--- config.mk ---
export PLATFORM = sky130hd
export DESIGN_NAME = refq_top
export DESIGN_NICKNAME = d
export VERILOG_FILES = /design/src/rtl/refq_pkg.sv /design/src/rtl/refq_dwell_timer.sv /design/src/rtl/refq_override.sv /design/src/rtl/refq_top.sv
export SDC_FILE = /design/constraint.sdc
export NUM_CORES = 1
export LEC_CHECK = 0
export BUFFER_PORTS_ARGS = -buffer_cell sky130_fd_sc_hd__clkbuf_2
export CAP_MARGIN = 30
export CORE_MARGIN = 8
export CORE_UTILIZATION = 35
export CTS_BUF_LIST = sky130_fd_sc_hd__clkbuf_16
export DETAILED_ROUTE_END_ITERATION = 6
export SETUP_SLACK_MARGIN = 0.3
export SYNTH_ARGS = -nofsm -noshare
export SYNTH_HDL_FRONTEND = slang
export SYNTH_SLANG_ARGS = --single-unit
--- constraint.sdc ---
create_clock -name clk -period 6.4 [get_ports clk]
set_clock_uncertainty 0.05 [all_clocks]
set_input_delay 0.32 -clock clk [delete_from_list [all_inputs] [get_ports clk]]
set_output_delay 0.32 -clock clk [all_outputs]
set_load 0.01 [all_outputs]
--- src/rtl/refq_pkg.sv ---
package refq_pkg;

    parameter int REFQ_MS_W = 16;

    typedef struct packed {
        logic force_timeout;
        logic force_valid;
        logic force_invalid;
    } refq_ovr_t;

    function automatic logic refq_resolve(input refq_ovr_t ovr, input logic qualified);
        if (ovr.force_invalid)
            return 1'b0;
        else if (ovr.force_valid)
            return 1'b1;
        else
            return qualified;
    endfunction

endpackage

--- src/rtl/refq_dwell_timer.sv ---
module refq_dwell_timer #(
    parameter int CNT_W = 16
) (
    input  logic             clk,
    input  logic             rst,
    input  logic             tick,
    input  logic             run,
    input  logic [CNT_W-1:0] limit,
    output logic             fire
);
    localparam int EXT_W = CNT_W + 1;

    logic [CNT_W-1:0] cnt;
    logic             spent;
    logic             armed;
    logic [EXT_W-1:0] next_cnt;

    assign armed    = run && !spent && (limit != '0);
    assign next_cnt = {1'b0, cnt} + EXT_W'(1);
    assign fire     = armed && tick && (next_cnt >= {1'b0, limit});

    always_ff @(posedge clk) begin
        if (rst || !run) begin
            cnt   <= '0;
            spent <= 1'b0;
        end else if (fire) begin
            spent <= 1'b1;
        end else if (armed && tick) begin
            cnt <= next_cnt[CNT_W-1:0];
        end
    end

    // a dwell fires at most once before its run interval ends
    p_single_fire_r6: assert property (@(posedge clk) disable iff (rst)
        fire |=> !fire);

endmodule

--- src/rtl/refq_override.sv ---
module refq_override
    import refq_pkg::*;
(
    input  refq_ovr_t ovr,
    input  logic      qualified,
    output logic      valid_o
);
    always_comb begin
        valid_o = refq_resolve(ovr, qualified);
    end
endmodule

--- src/rtl/refq_top.sv ---
module refq_top
    import refq_pkg::*;
#(
    parameter int MS_W = REFQ_MS_W
) (
    input  logic            clk,
    input  logic            rst,
    input  logic            ms_tick,
    input  logic            raw_fault,
    input  logic [MS_W-1:0] valid_ms,
    input  logic [MS_W-1:0] redetect_ms,
    input  logic            auto_prof_en,
    input  logic            force_timeout,
    input  logic            force_valid,
    input  logic            force_invalid,
    output logic            ref_valid,
    output logic            redetect_req
);
    refq_ovr_t ovr;
    logic      q_valid;
    logic      val_fire;
    logic      red_fire;
    logic      red_run;

    assign ovr     = '{force_timeout: force_timeout,
                       force_valid:   force_valid,
                       force_invalid: force_invalid};
    assign red_run = raw_fault && auto_prof_en;

    refq_dwell_timer #(.CNT_W(MS_W)) u_val_timer (
        .clk   (clk),
        .rst   (rst),
        .tick  (ms_tick),
        .run   (!raw_fault),
        .limit (valid_ms),
        .fire  (val_fire)
    );

    refq_dwell_timer #(.CNT_W(MS_W)) u_red_timer (
        .clk   (clk),
        .rst   (rst),
        .tick  (ms_tick),
        .run   (red_run),
        .limit (redetect_ms),
        .fire  (red_fire)
    );

    always_ff @(posedge clk) begin
        if (rst)
            q_valid <= 1'b0;
        else if (raw_fault)
            q_valid <= 1'b0;
        else if (val_fire || ovr.force_timeout)
            q_valid <= 1'b1;
    end

    always_ff @(posedge clk) begin
        if (rst)
            redetect_req <= 1'b0;
        else
            redetect_req <= red_fire;
    end

    refq_override u_ovr (
        .ovr       (ovr),
        .qualified (q_valid),
        .valid_o   (ref_valid)
    );

    // qualification only rises after a clean cycle
    p_rise_clean_r2: assert property (@(posedge clk) disable iff (rst)
        $rose(q_valid) |-> !$past(raw_fault));

    // a faulted cycle removes qualification
    p_fault_drop_r3: assert property (@(posedge clk) disable iff (rst)
        raw_fault |=> !q_valid);

    // with the timer off only the manual pulse qualifies
    p_zero_manual_r4: assert property (@(posedge clk) disable iff (rst)
        ($rose(q_valid) && ($past(valid_ms) == '0)) |-> $past(force_timeout));

    // request lasts a single cycle
    p_req_pulse_r6: assert property (@(posedge clk) disable iff (rst)
        redetect_req |=> !redetect_req);

    // request needs an enabled redetect dwell on a faulted reference
    p_req_cause_r8: assert property (@(posedge clk) disable iff (rst)
        redetect_req |-> $past(raw_fault && auto_prof_en && (redetect_ms != '0)));

endmodule

==> flow_metrics.py <==
metrics = {
    "floorplan": {
        "num_io_pins": 42,
        "die_w_um": 108.3,
        "rows": 33,
        "die-area_um2": 11740,
        "die_y_um": 108.3,
        "core_um2": 8258,
        "start_util": 0.3614,
    },
    "global_route": {
        "met1_usage": 0.1592,
        "grt_max_degree": 22,
        "use_met3": 0.02915,
        "use_met2": 0.2110,
        "grt_busiest_layer": "met2",
        "grt_pass1_wl_um": 12130,
        "grt_use_total": 0.1274,
        "grt_pass1_vias": 2677,
        "antenna_found_initial": 0,
        "grt_overflow": 0,
    },
    "timing": {
        "setup_tns_ns": 0,
        "rsz0062_at_grt": "no",
        "relSlewSlack": 0.4311,
        "post-route-period-util": 0.6154,
        "tightest_slew_ns": 0.8533,
        "fmax_ghz": 0.2539,
        "whs_ns": 0.2071,
        "finalHoldViolCount": 0,
        "setup_ws_ns": 2.461,
        "setup_viol_count_final": 0,
        "maxSlewViolCount": 0,
        "period_needed_ns": 3.939,
    },
    "final_layout": {
        "fillers": 869,
        "final_cell_area_um2": 3407,
        "syn_to_final_growth_pct": 14.17,
        "multi_input_area_um2": 2056,
        "final_util": 0.4126,
        "regArea_um2": 720.7,
        "diodes": 0,
        "layout-drive-gt1-share": 0.1544,
        "fin_cells": 513,
        "nets": 481,
    },
    "routing": {
        "antenna_left": 0,
        "first_iter_violations": 101,
        "vias_per_cell": 5.497,
        "dr.pass1.iters": 4,
        "drc": 0,
        "vias": 2820,
        "drt-wirelength-per-cell_um": 14.27,
        "drt_wl_total_um": 7319,
    },
    "setup_path": {
        "path_class": "flop to flop",
        "slowest_stage": "a2111oi_0",
        "reg2reg_depth": 12,
        "path_max_fanout": 18,
        "crit_chain": "and3_1 > nand3_1 > or2_2 > xnor2_1 > ha_1 > nand4_1 > nor3_1 > a2111oi_0 > o211ai_1 > buf_4 > or4_1 > a21oi_1",
        "r2r-end": "u_red_timer.cnt[9]",
        "crit_path_end_kind": "flop",
        "r2r_slack_ns": 2.46,
        "regToRegStartpoint": "u_red_timer.cnt[4]",
        "crit_arrival_ns": 4.08,
        "max_stage_delay_ns": 0.64,
        "cp.required_ns": 6.54,
        "worstSetupStartpointType": "flop",
    },
    "synthesis": {
        "synth_simple_gate_area_frac": 0.2436,
        "ys_seq_elements": 36,
        "synthAdderAreaFrac": 0.1426,
        "synth_compound_area_frac": 0.2126,
        "synth_top_family_by_area": "simple AND/OR/NAND/NOR gates",
        "syn_avg_cell_area_um2": 8.043,
        "synth_fp_nets": 445,
        "ys_warn_count": 0,
        "syn_area_um2": 2984,
        "synth_commonest_cells": "dfxtp_1 (36), ha_1 (34), inv_1 (34), a21oi_1 (27), nor2_1 (25)",
        "yosysTopAreaCell": "dfxtp_1",
        "synth_flop_cell": "dfxtp_1",
        "async_flop_share": 0,
        "synth_cell_type_count": 50,
        "synth.area.mux_share": 0.003354,
        "synthTopCellsByArea": "dfxtp_1 (24%), ha_1 (14%), xnor2_1 (5.0%)",
        "yosysSeqAreaShare": 0.2415,
        "synth_edf_count": 0,
        "synth_xor_area_frac": 0.08512,
        "synthCells": 371,
        "synth_top_area_frac": 0.2415,
        "yosysMostFrequentCell": "dfxtp_1",
    },
    "power": {
        "leakage_nw": 1.600,
        "power_uw": 507.7,
        "peakVddDrop_mv": 0.08995,
        "p_per_area_nw_per_um2": 149.0,
    },
    "hold_path": {
        "holdCritStartpoint": "rst",
        "holdPathEnd": "redetect_req",
        "whs_path_depth": 2,
        "hp-class": "primary input to flop",
    },
    "placed_design": {
        "pre_cts_slack_ns": 2.529,
        "port_buffers": 41,
        "place_area_um2": 3271,
        "place_congestion": 0.8037,
        "dp_cells": 505,
        "dpl.hpwl_um": 5807,
    },
    "clock_tree": {
        "cts_resized": 0,
        "cts_tree": "built",
        "root_buffer": "clkbuf_16",
        "htree_levels": 2,
        "clkTransAtPathRegs_ns": 0.06,
        "cts_hold_buf": 0,
        "cts.sinks": 36,
        "cts_setup_buffers": 0,
        "clockBufferDepth": 2,
        "cts_buffers": 5,
        "clkLatencyLatePin_ns": 0.28,
    },
    "job": {
        "max_cap_violations": 0,
    },
    "outcome": {
        "outcome": "finished clean",
    },
}
-- per-layer routing --
layer | vias to the layer above | wire length (um)
li1 | 1451 | -
met1 | 1302 | 3521
met2 | 56 | 3320
met3 | 11 | 381
met4 | 0 | 96
met5 | - | 0
-- area by class of cell --
| cell class | count | share of cell area |
|---|---|---|
| clock inverter | 3 | 0.003305 |
| clock buffer | 5 | 0.03672 |
| tap | 105 | 0.03856 |
| sequential | 36 | 0.2115 |
| timing repair buffer | 44 | 0.06794 |
| inverter | 35 | 0.03856 |
| multi-input combinational | 285 | 0.6034 |
-- cells in the final DEF, fill, tap and decap left out, types with 6 or more instances in the layout --
master / count
nor4_1: 9
o21ai_0: 22
inv_1: 36
or3_1: 15
a31oi_1: 9
nand3_1: 11
xnor2_1: 17
and3_1: 6
nand2_1: 19
dfxtp_1: 36
nor2_1: 25
ha_1: 34
a21oi_1: 27
clkbuf_2: 41
a41o_1: 8
nand4_1: 12
xor2_1: 12
-- cell families after synthesis --
kind of cell	after synthesis
simple gates	124
compound gates	97
buf+inv	50
flops	36
fa+ha+maj	34
xor+xnor	29
mux	1
-- worst max-delay path: cells and delay by family, from the launching register on --
kind | cells | cell delay (ns)
buffers and inverters | 1 | 0.32
AO/OA/AOI/OAI | 3 | 1.24
XOR/XNOR | 1 | 0.22
flip-flops | 1 | 0.40
AND/OR/NAND/NOR | 6 | 1.34
adder cells (fa/ha/maj) | 1 | 0.28
-- registers in the layout, summed over array words and instances (netlist names) --
signal,count
redetect_req,1
u_val_timer.cnt,16
u_red_timer.cnt,16
q_valid,1
u_val_timer.spent,1
u_red_timer.spent,1
-- worst max path at each step --
stage | depth (start not counted) | slack, ns | startpoint | to
3_5_place_dp | 12 | 2.53 | u_red_timer.cnt[0] | u_red_timer.cnt[9]
3_3_place_gp | 12 | 2.45 | u_val_timer.cnt[2] | u_val_timer.cnt[11]
6_report | 12 | 2.46 | u_red_timer.cnt[4] | u_red_timer.cnt[9]
2_1_floorplan | 13 | 3.04 | u_val_timer.cnt[0] | u_val_timer.cnt[13]
4_1_cts | 12 | 2.52 | u_red_timer.cnt[4] | u_red_timer.cnt[9]
5_1_grt | 12 | 2.13 | u_red_timer.cnt[0] | u_red_timer.cnt[9]
-- power breakdown --
group          internal, mW  switching [mW]  leakage (nW)
registers             0.225        0.000553         0.290
logic                0.0212          0.0298          1.24
clock network         0.140          0.0913        0.0738
Power figures use the tool's default switching activity.
